**config.mk**
```make
export PLATFORM = sky130hd
export DESIGN_NAME = osk_amp_ramper
export DESIGN_NICKNAME = d
export VERILOG_FILES = /design/src/rtl/osk_pkg.sv /design/src/rtl/osk_cfg_regs.sv /design/src/rtl/osk_rate_timer.sv /design/src/rtl/osk_env_step.sv /design/src/rtl/osk_gain_mul.sv /design/src/rtl/osk_amp_ramper.sv
export SDC_FILE = /design/constraint.sdc
export NUM_CORES = 1
export LEC_CHECK = 0
export ABC_AREA = 1
export BUFFER_PORTS_ARGS = -buffer_cell sky130_fd_sc_hd__buf_2
export CORE_AREA = 2 2 266 203
export CTS_BUF_LIST = sky130_fd_sc_hd__clkbuf_4 sky130_fd_sc_hd__clkbuf_8
export DETAILED_ROUTE_END_ITERATION = 8
export DIE_AREA = 0 0 268 205
export GPL_ROUTABILITY_DRIVEN = 1
export PLACE_DENSITY_LB_ADDON = 0.25
export SLEW_MARGIN = 0
export SYNTH_ARGS = -nofsm -noshare
export SYNTH_HDL_FRONTEND = slang
export SYNTH_SLANG_ARGS = --single-unit
```
**constraint.sdc**
```tcl
create_clock -name clk -period 7.7 [get_ports clk]
set_clock_uncertainty 0.15 [all_clocks]
set_input_delay 1.54 -clock clk [delete_from_list [all_inputs] [get_ports clk]]
set_output_delay 1.54 -clock clk [all_outputs]
set_load 0.01 [all_outputs]
```
**src/rtl/osk_pkg.sv**
```systemverilog
package osk_pkg;
  typedef enum logic [1:0] {
    OSK_OFF     = 2'd0,
    OSK_MAN_REG = 2'd1,
    OSK_MAN_PIN = 2'd2,
    OSK_AUTO    = 2'd3
  } osk_mode_e;

  function automatic osk_mode_e osk_decode(input logic en, input logic auto_sel,
                                           input logic pin_ctl);
    osk_mode_e m;
    if (!en)           m = OSK_OFF;
    else if (auto_sel) m = OSK_AUTO;
    else if (pin_ctl)  m = OSK_MAN_PIN;
    else               m = OSK_MAN_REG;
    return m;
  endfunction
endpackage

```
**src/rtl/osk_cfg_regs.sv**
```systemverilog
module osk_cfg_regs #(
  parameter int AMP_W      = 14,
  parameter int SCALE_IN_W = 16,
  parameter int RATE_W     = 16,
  parameter int STEP_W     = 2
) (
  input  logic                  clk,
  input  logic                  rst_n,
  input  logic                  ctrl_we,
  input  logic                  ctrl_key_en,
  input  logic                  ctrl_auto_sel,
  input  logic                  ctrl_pin_ctl,
  input  logic [STEP_W-1:0]     ctrl_step_code,
  input  logic                  scale_we,
  input  logic [SCALE_IN_W-1:0] scale_in,
  input  logic                  rate_we,
  input  logic [RATE_W-1:0]     rate_in,
  output logic                  en_q,
  output logic                  auto_q,
  output logic                  pinctl_q,
  output logic [STEP_W-1:0]     step_q,
  output logic [AMP_W-1:0]      scale_q,
  output logic [RATE_W-1:0]     rate_q,
  output logic                  rate_load
);
  localparam logic [AMP_W-1:0] FULL = {AMP_W{1'b1}};

  logic [AMP_W-1:0] scale_clamped;
  logic             ctrl_load;

  generate
    if (SCALE_IN_W > AMP_W) begin : g_clamp
      always_comb begin
        if (scale_in > SCALE_IN_W'(FULL)) scale_clamped = FULL;
        else                              scale_clamped = scale_in[AMP_W-1:0];
      end
    end else begin : g_noclamp
      assign scale_clamped = AMP_W'(scale_in);
    end
  endgenerate

  assign ctrl_load = ctrl_we;
  assign rate_load = rate_we && (rate_in != '0);

  always_ff @(posedge clk or negedge rst_n) begin
    if (!rst_n) begin
      en_q     <= 1'b0;
      auto_q   <= 1'b0;
      pinctl_q <= 1'b0;
      step_q   <= '0;
    end else if (ctrl_load) begin
      en_q     <= ctrl_key_en;
      auto_q   <= ctrl_auto_sel;
      pinctl_q <= ctrl_pin_ctl;
      step_q   <= ctrl_step_code;
    end
  end

  always_ff @(posedge clk or negedge rst_n) begin
    if (!rst_n)        scale_q <= '0;
    else if (scale_we) scale_q <= scale_clamped;
  end

  always_ff @(posedge clk or negedge rst_n) begin
    if (!rst_n)         rate_q <= RATE_W'(1);
    else if (rate_load) rate_q <= rate_in;
  end
endmodule

```
**src/rtl/osk_rate_timer.sv**
```systemverilog
module osk_rate_timer #(
  parameter int RATE_W = 16
) (
  input  logic              clk,
  input  logic              rst_n,
  input  logic              restart,
  input  logic [RATE_W-1:0] rate_q,
  output logic              tick
);
  localparam int CNT_W = RATE_W + 2;

  logic [CNT_W-1:0] cnt_q, cnt_d, period;

  assign period = {rate_q, 2'b00};
  assign tick   = (cnt_q == period - CNT_W'(1));

  always_comb begin
    if (restart)   cnt_d = '0;
    else if (tick) cnt_d = '0;
    else           cnt_d = cnt_q + CNT_W'(1);
  end

  always_ff @(posedge clk or negedge rst_n) begin
    if (!rst_n) cnt_q <= '0;
    else        cnt_q <= cnt_d;
  end
endmodule

```
**src/rtl/osk_env_step.sv**
```systemverilog
module osk_env_step
  import osk_pkg::*;
#(
  parameter int AMP_W  = 14,
  parameter int STEP_W = 2
) (
  input  logic              clk,
  input  logic              rst_n,
  input  osk_mode_e         mode,
  input  logic              key_pin,
  input  logic [AMP_W-1:0]  scale_q,
  input  logic [STEP_W-1:0] step_q,
  input  logic              tick,
  output logic [AMP_W-1:0]  amp_q
);
  localparam logic [AMP_W-1:0] FULL = {AMP_W{1'b1}};

  logic [AMP_W-1:0] amp_d, target, step_amt, gap_up, gap_dn;

  assign step_amt = AMP_W'(1) << step_q;
  assign target   = key_pin ? scale_q : '0;
  assign gap_up   = target - amp_q;
  assign gap_dn   = amp_q - target;

  always_comb begin
    amp_d = amp_q;
    unique case (mode)
      OSK_OFF:     amp_d = FULL;
      OSK_MAN_REG: amp_d = scale_q;
      OSK_MAN_PIN: amp_d = target;
      OSK_AUTO: begin
        if (tick) begin
          if (amp_q < target)
            amp_d = (gap_up > step_amt) ? amp_q + step_amt : target;
          else if (amp_q > target)
            amp_d = (gap_dn > step_amt) ? amp_q - step_amt : target;
        end
      end
      default:     amp_d = FULL;
    endcase
  end

  always_ff @(posedge clk or negedge rst_n) begin
    if (!rst_n) amp_q <= FULL;
    else        amp_q <= amp_d;
  end
endmodule

```
**src/rtl/osk_gain_mul.sv**
```systemverilog
module osk_gain_mul #(
  parameter int SAMPLE_W = 16,
  parameter int AMP_W    = 14
) (
  input  logic                clk,
  input  logic                rst_n,
  input  logic [SAMPLE_W-1:0] sample_in,
  input  logic [AMP_W-1:0]    amp,
  output logic [SAMPLE_W-1:0] sample_out
);
  localparam int PROD_W = SAMPLE_W + AMP_W + 1;

  logic signed [PROD_W-1:0] prod;
  logic        [SAMPLE_W-1:0] scaled;

  assign prod   = $signed(sample_in) * $signed({1'b0, amp});
  assign scaled = prod[AMP_W +: SAMPLE_W];

  always_ff @(posedge clk or negedge rst_n) begin
    if (!rst_n) sample_out <= '0;
    else        sample_out <= scaled;
  end
endmodule

```
**src/rtl/osk_amp_ramper.sv**
```systemverilog
module osk_amp_ramper
  import osk_pkg::*;
#(
  parameter int AMP_W      = 14,
  parameter int SCALE_IN_W = 16,
  parameter int RATE_W     = 16,
  parameter int STEP_W     = 2,
  parameter int SAMPLE_W   = 16
) (
  input  logic                  clk,
  input  logic                  rst_n,
  input  logic                  ctrl_we,
  input  logic                  ctrl_key_en,
  input  logic                  ctrl_auto_sel,
  input  logic                  ctrl_pin_ctl,
  input  logic [STEP_W-1:0]     ctrl_step_code,
  input  logic                  scale_we,
  input  logic [SCALE_IN_W-1:0] scale_in,
  input  logic                  rate_we,
  input  logic [RATE_W-1:0]     rate_in,
  input  logic                  key_pin,
  input  logic [SAMPLE_W-1:0]   sample_in,
  output logic [AMP_W-1:0]      amp_out,
  output logic [SAMPLE_W-1:0]   sample_out
);
  logic [1:0]        rst_pipe;
  logic              rst_n_s;
  logic              en_q, auto_q, pinctl_q, rate_load, tick;
  logic [STEP_W-1:0] step_q;
  logic [AMP_W-1:0]  scale_q;
  logic [RATE_W-1:0] rate_q;
  osk_mode_e         mode;

  always_ff @(posedge clk or negedge rst_n) begin
    if (!rst_n) rst_pipe <= 2'b00;
    else        rst_pipe <= {rst_pipe[0], 1'b1};
  end
  assign rst_n_s = rst_pipe[1];

  osk_cfg_regs #(
    .AMP_W(AMP_W), .SCALE_IN_W(SCALE_IN_W), .RATE_W(RATE_W), .STEP_W(STEP_W)
  ) u_cfg (
    .clk(clk), .rst_n(rst_n_s),
    .ctrl_we(ctrl_we), .ctrl_key_en(ctrl_key_en), .ctrl_auto_sel(ctrl_auto_sel),
    .ctrl_pin_ctl(ctrl_pin_ctl), .ctrl_step_code(ctrl_step_code),
    .scale_we(scale_we), .scale_in(scale_in),
    .rate_we(rate_we), .rate_in(rate_in),
    .en_q(en_q), .auto_q(auto_q), .pinctl_q(pinctl_q), .step_q(step_q),
    .scale_q(scale_q), .rate_q(rate_q), .rate_load(rate_load)
  );

  assign mode = osk_decode(en_q, auto_q, pinctl_q);

  osk_rate_timer #(.RATE_W(RATE_W)) u_timer (
    .clk(clk), .rst_n(rst_n_s), .restart(rate_load), .rate_q(rate_q), .tick(tick)
  );

  osk_env_step #(.AMP_W(AMP_W), .STEP_W(STEP_W)) u_env (
    .clk(clk), .rst_n(rst_n_s), .mode(mode), .key_pin(key_pin),
    .scale_q(scale_q), .step_q(step_q), .tick(tick), .amp_q(amp_out)
  );

  osk_gain_mul #(.SAMPLE_W(SAMPLE_W), .AMP_W(AMP_W)) u_mul (
    .clk(clk), .rst_n(rst_n_s), .sample_in(sample_in), .amp(amp_out),
    .sample_out(sample_out)
  );
endmodule

```
==> results of run 1 <==
flip-flops by register name, indices dropped and copies added (netlist names):
| name | flops |
|---|---|
| rst_pipe | 2 |
| u_cfg.auto_q | 1 |
| u_cfg.en_q | 1 |
| u_cfg.pinctl_q | 1 |
| u_cfg.rate_q | 16 |
| u_mul.sample_out | 16 |
| u_cfg.scale_q | 14 |
| u_cfg.step_q | 2 |
| u_env.amp_q | 14 |
| u_timer.cnt_q | 18 |
worst reg2reg max path, delay by kind of cell, from the launching register on:
| family | cells | cell delay, ps |
|---|---|---|
| buf+inv | 3 | 290 |
| simple gates | 4 | 970 |
| xor+xnor | 1 | 160 |
| flops | 1 | 970 |
| compound gates | 1 | 330 |
| fa+ha+maj | 7 | 3750 |
cell usage after synthesis (3+ instances only):
cell type,instances
fa_1,217
inv_1,527
o21bai_1,3
a21oi_1,95
dfstp_2,15
buf_2,8
nand2_1,525
nand3b_1,4
a21o_1,3
clkbuf_1,53
nand3_1,135
nor2_1,110
xor2_1,44
buf_1,10
nor3_1,11
buf_6,3
nand2_2,7
o21ai_0,66
xnor2_1,20
ha_1,113
nand4_1,36
mux2_2,8
a31oi_1,17
buf_4,3
nor2_2,10
o21a_1,3
dfrtp_1,70
nor4_1,7
and2_1,3
cell type report:
| class | count | area (um^2) |
|---|---|---|
| multi-input cells | 1456 | 11100 |
| repair buffers | 96 | 500.5 |
| clock buffers | 9 | 123.9 |
| fillers | 5698 | 35490 |
| inverters | 530 | 1989 |
| well taps | 712 | 890.9 |
| flip-flops and latches | 85 | 2150 |
| clock inverters | 7 | 92.59 |
through the flow:
stage	std cells	hold slack, ps	setup WS, ps	cell area, um^2	utilization [%]
global route	2895	239.8	470.9	16840	32.18
finish	2895	193.8	553.3	16840	32.18
floorplan	2148	181.2	978.3	15560	-
detailed placement	2879	195.9	234.6	16630	31.77
CTS	2895	226.9	719.6	16840	32.18
global placement	2879	188.4	161.4	16630	31.77
cells by family after synthesis:
kind of cell	after synthesis	share of synthesized area, %
buffers and inverters	607	14.92
adders and majority gates	330	37.00
other	1	0.02410
muxes	8	0.5789
xor gates and xnor gates	64	3.602
AOI/OAI and AO/OA	195	6.705
DFF	85	13.79
and+or+nand+nor	858	23.38
cells in the final DEF, fill, tap and decap left out, types with 2 or more instances in the layout:
master / instances
clkbuf_8: 9
xnor2_1: 20
and2_1: 3
nand3b_1: 4
nor4_1: 7
inv_1: 527
nor3_1: 11
buf_4: 8
nand2_1: 525
o21bai_1: 3
nor3_2: 2
inv_2: 2
o211a_1: 2
nand4_1: 36
o21ai_1: 2
ha_1: 113
inv_8: 2
dfrtp_1: 69
a21o_1: 3
a21oi_1: 95
mux2_2: 8
fa_1: 217
nor2_1: 109
dfstp_2: 15
or2_2: 2
clkinvlp_4: 2
buf_2: 88
o21a_1: 3
o21ai_0: 65
xor2_1: 44
a31oi_1: 17
nand3_1: 135
nor2_2: 11
nand2_2: 7
nor2_4: 2
layer usage:
layer,vias up,share of wire [%],GRT usage (%)
met5,-,0,0
met2,324,43,25.51
met1,6601,51,26.32
met4,0,0.95,2.913
met3,22,5.4,2.536
li1,6502,-,-
worst max-delay path by stage:
stage,startpoint,end,slack [ps]
global route,sample_in[15],u_mul.sample_out[14]$_DFF_PN0_,470
CTS,sample_in[15],u_mul.sample_out[14]$_DFF_PN0_,720
detailed placement,sample_in[15],u_mul.sample_out[14]$_DFF_PN0_,230
floorplan,sample_in[15],u_mul.sample_out[15]$_DFF_PN0_,980
global placement,sample_in[15],u_mul.sample_out[14]$_DFF_PN0_,160
finish,sample_in[15],u_mul.sample_out[14]$_DFF_PN0_,550
==> results by group, run 1 <==
Logic synthesis
  • Synth Register Bits: 85
  • Leading area contributor after synthesis: fa_1
  • Post-synth top area share: 27.91%
  • Synth Net Count: 2,537
  • Distinct cells, synth: 46
  • Synth Cell Area: 15,560 um^2
  • Post-synth EDFFs: 0
  • Yosys warns: 0
  • Cells after Synth: 2,148
  • Synth async-reset ratio: 100.0%
  • Main synth FF type: dfrtp_1
  • Synth top area cells: fa_1 (28%), inv_1 (13%), nand2_1 (13%)
  • Mapped Avg Cell Area: 7.245 um^2
  • Register area share after synthesis: 13.79%

Worst setup path
  • CP Buf/Inv Count: 4
  • R2R depth: 16
  • Critical path required time: 7930 ps
  • CP Depth: 17
  • Slowest cell on the critical path: fa_1
  • Data arrival, critical path: 7370 ps
  • Top cell by count, worst path: fa_1
  • Top cell family by delay on the critical path: adder cells
  • Critical R2R Capture: u_mul.sample_out[14]$_DFF_PN0_
  • Max incr delay on CP: 790 ps
  • R2R Setup Slk: 1030 ps
  • Startpoint Class: input port
  • Crit Path Max Fanout: 14
  • Crit path kind: in2reg
  • Worst reg2reg startpoint: u_env.amp_q[2]$_DFFE_PN1P_
  • CP Cell Sequence: buf_2 -> nand2_1 -> fa_1 -> fa_1 -> inv_1 -> fa_1 -> inv_1 -> fa_1 -> fa_1 -> inv_1 -> fa_1 -> ha_1 -> nand2_1 -> nor3_1 -> o2111ai_1 -> nand2_1 -> xor2_1
  • Crit end category: flop

Route
  • Vias post-DR: 13.45k
  • Drt drc: 0
  • Routed vias/inst: 4.646
  • Antenna Violating Nets Remaining: 0
  • DR WL/cell: 15.55 um
  • TritonRoute pass-1 iters: 5
  • Initial DRC Count: 1,013
  • DRT Wirelength: 45.03 mm

Layout
  • Area Overhead vs Synth: 8.233%
  • Diodes inserted: 0
  • Share of layout cells above drive strength 1: 7.558%
  • Nets: 2,567

STA
  • Hold Vio Cnt, Final: 0
  • Setup TNS: 0 ps
  • Peak Freq: 139.9 MHz
  • RSZ-0062 raised after global routing: no
  • Count of final setup violators: 0
  • Period minus WS final: 7147 ps
  • Slew HR: 40.94%
  • Final period util: 92.81%
  • Slew @ Worst Pin: 882.7 ps
  • Max-slew violations: 0

Placed design
  • Gpl congestion: 0.9116
  • IO Port Bufs: 88
  • DP Wirelength: 36.66 mm

Clock network
  • Root buffer cell: clkbuf_8
  • CTS Hold Bufs: 0
  • Num CTS Buffers: 9
  • # resized after CTS: 0
  • Clk slew on worst S/H paths: 120 ps
  • CTS tree: yes
  • H-tree levels: 3
  • CTS Sinks: 85
  • Post-CTS Setup Repair Bufs: 0
  • Worst skew pair latency: 450 ps
  • Clock buffer depth: 2

Global routing
  • Grt ovf: 0
  • Antenna violations before repair: 0
  • Global-route wire length before repair: 73.04 mm
  • Largest net degree at the start of global routing: 48
  • Vias in the first global route: 13.16k
  • GR Util All Layers: 17.15%

Floorplanning
  • Num ports: 89
  • Starting Density: 29.74%
  • Die area: 54,940 um^2
  • Die Y: 205 um
  • Cell Rows: 73
  • Die width: 268 um
  • Core area: 52,340 um^2

Hold path
  • Hold Crit Class: reg2async

Run status
  • Status: completed

Job
  • Max-cap violations: 0
Power of run 1 is left out: the tool's default activity adds up to more than one toggle a clock period on the data nets, which glitch-free logic cannot reach.
==> inputs of run 2 (changes only) <==
--- a/config.mk
+++ b/config.mk
@@ -7,10 +7,11 @@
 export LEC_CHECK = 0
 export ABC_AREA = 1
 export BUFFER_PORTS_ARGS = -buffer_cell sky130_fd_sc_hd__buf_2
-export CORE_AREA = 2 2 266 203
+export CORE_AREA = 2 2 198 151
 export CTS_BUF_LIST = sky130_fd_sc_hd__clkbuf_4 sky130_fd_sc_hd__clkbuf_8
+export CTS_CLUSTER_SIZE = 8
 export DETAILED_ROUTE_END_ITERATION = 8
-export DIE_AREA = 0 0 268 205
+export DIE_AREA = 0 0 200 153
 export GPL_ROUTABILITY_DRIVEN = 1
 export PLACE_DENSITY_LB_ADDON = 0.25
 export SLEW_MARGIN = 0
==> run 2 against run 1 <==
Non-clock buffer count shrank 1. Maximum frequency grew 2.0%. Worst hold slack lost 150 ps. Routed wire length shrank 10%. Highest routed layer unchanged. Die area shrank 44%. Utilization grew 25 points. Count of clock-buffer cells in the layout is the same.
==> results by group, run 2 (synthesis gave the netlist of run 1 again) <==
Floorplanning
  • Starting Density: 54.20% (+24 points)
  • Die area: 30,600 um^2 (-44%)
  • Die Y: 153 um (-25%)
  • Cell Rows: 54 (-26%)
  • Core area: 28,720 um^2 (-45%)
  • Num ports: 89 (unchanged)
  • Die width: 200 um (-25%)

Clock network
  • # resized after CTS: 0 (unchanged)
  • CTS tree: yes
  • Post-CTS Setup Repair Bufs: 0 (unchanged)
  • Clock buffer depth: 2 (unchanged)
  • Clk slew on worst S/H paths: 110 ps (about the same)
  • CTS Sinks: 85 (unchanged)
  • H-tree levels: 3 (unchanged)
  • Num CTS Buffers: 9 (unchanged)
  • CTS Hold Bufs: 0 (unchanged)
  • Worst skew pair latency: 410 ps (-40 ps)
  • Root buffer cell: clkbuf_8

STA
  • Max-slew violations: 0 (unchanged)
  • Final period util: 90.96% (-1.9 points)
  • Hold Vio Cnt, Final: 0 (unchanged)
  • Slew @ Worst Pin: 1054 ps (+170.9 ps)
  • Period minus WS final: 7004 ps (-142.6 ps)
  • RSZ-0062 raised after global routing: no
  • Peak Freq: 142.8 MHz (+2.0%)
  • Count of final setup violators: 0 (unchanged)
  • Slew HR: 29.29% (-12 points)
  • Setup TNS: 0 ps (unchanged)

Layout
  • Largest registers: u_timer.cnt_q x18, u_cfg.rate_q x16, u_mul.sample_out x16
  • Biggest register: u_timer.cnt_q
  • Max FFs per register: 18 (unchanged)
  • Area Overhead vs Synth: 5.596%
  • Diodes inserted: 0 (unchanged)
  • Fillers: 2,797 (-51%)
  • Share of layout cells above drive strength 1: 7.470% (-0.088 points)
  • Most used cells in the layout excluding fill and tap cells: inv_1 (527), nand2_1 (525), fa_1 (217)
  • Nets: 2,566 (-0.039%)
  • Commonest non-fill, non-tap cell in the layout: inv_1

Route
  • Initial DRC Count: 1,330 (+31%)
  • TritonRoute pass-1 iters: 5 (unchanged)
  • Routed vias/inst: 5.264 (+13%)
  • Drt drc: 0 (unchanged)
  • Antenna Violating Nets Remaining: 0 (unchanged)
  • DRT Wirelength: 40.44 mm (-10%)
  • DR WL/cell: 15.71 um (+1.0%)
  • Vias post-DR: 13.55k (+0.75%)

Worst setup path
  • Top cell by count, worst path: fa_1
  • CP Buf/Inv Count: 4 (unchanged)
  • Data arrival, critical path: 7180 ps (-190 ps)
  • Critical path required time: 7880 ps (-50 ps)
  • Crit path kind: in2reg
  • CP Cell Sequence: buf_2 -> nand2_1 -> fa_1 -> fa_1 -> inv_1 -> fa_1 -> inv_1 -> fa_1 -> fa_1 -> inv_1 -> fa_1 -> ha_1 -> nand2_1 -> nor3_1 -> o2111ai_1 -> nand2_1 -> xor2_1
  • Crit end category: flop
  • Slowest cell on the critical path: fa_1
  • Max incr delay on CP: 770 ps (-20 ps)
  • Startpoint Class: input port
  • Top cell family by delay on the critical path: adder cells
  • Crit Path Max Fanout: 14 (unchanged)

Global routing
  • Antenna violations before repair: 0 (unchanged)
  • Global-route wire length before repair: 65.87 mm (-9.8%)
  • Largest net degree at the start of global routing: 68 (+42%)
  • Vias in the first global route: 13.21k (+0.35%)
  • GR Util All Layers: 27.40% (+10 points)
  • Grt ovf: 0 (unchanged)

Placed design
  • DP Wirelength: 32.76 mm (-11%)
  • IO Port Bufs: 88 (unchanged)
  • Gpl congestion: 0.9186 (+0.77%)

Job
  • Max-cap violations: 0 (unchanged)

Run status
  • Status: completed

Hold path
  • Hold Crit Class: reg2async
==> run 2: worst register-to-register path: stages (launching register included) <==
cell       delay [ps]
dfstp_2           960
nand2_1           270
fa_1              640
inv_1             130
fa_1              580
inv_1             120
fa_1              520
fa_1              520
fa_1              550
inv_1              50
fa_1              480
ha_1              360
nand2_1           130
nor3_1            400
o2111ai_1         280
nand2_1           200
xor2_1            160
==> run 2: metal layers <==
layer  GRT usage, %  routed length [um]  vias up
met5         0.6441                   0        -
met1          40.66               18400     6480
met3          5.318                3513       49
li1               -                   -     6507
met4          6.561                 737        0
met2          41.25               17790      514
==> run 2: final timing paths <==
path | from | endpoint | slack [ps] | cells past startpoint
worst min register to register | rst_pipe[1]$_DFF_PN0_ | u_mul.sample_out[0]$_DFF_PN0_ | 40 | 0
worst max register to register | u_env.amp_q[6]$_DFFE_PN1P_ | u_mul.sample_out[14]$_DFF_PN0_ | 1130 | 16
min in group clk | rst_pipe[0]$_DFF_PN0_ | rst_pipe[1]$_DFF_PN0_ | 210 | 0
max in group asynchronous | rst_pipe[1]$_DFF_PN0_ | u_cfg.scale_q[7]$_DFFE_PN0P_ | 6170 | 1
worst max-delay path | sample_in[15] | u_mul.sample_out[14]$_DFF_PN0_ | 700 | 17
worst min-delay path | rst_pipe[1]$_DFF_PN0_ | u_mul.sample_out[0]$_DFF_PN0_ | 40 | 0
==> run 2: final cells by class <==
| class | count | area [um^2] | share of cell area [%] |
|---|---|---|---|
| multi-input cells | 1456 | 11090 | 67.51 |
| flip-flops and latches | 85 | 2150 | 13.08 |
| inverters | 530 | 1989 | 12.11 |
| repair buffers | 95 | 493.0 | 3.000 |
| well taps | 392 | 490.5 | 2.985 |
| clock buffers | 9 | 123.9 | 0.7538 |
| clock inverters | 7 | 92.59 | 0.5634 |
==> run 2: through the flow <==
stage / instances / utilization [%] / setup slack (ps) / hold WS, ps / instance area (um^2)
3_5_place_dp: 2558 / 56.47 / 344.6 / 44.22 / 16220
3_3_place_gp: 2558 / 56.47 / 419.2 / 41.14 / 16220
2_1_floorplan: 2148 / - / 978.3 / 181.2 / 15560
5_1_grt: 2574 / 57.23 / 446.2 / 71.48 / 16430
6_report: 2574 / 57.23 / 695.9 / 42.91 / 16430
4_1_cts: 2574 / 57.23 / 777.2 / 55.16 / 16430
Power of run 2 is left out for the same reason.
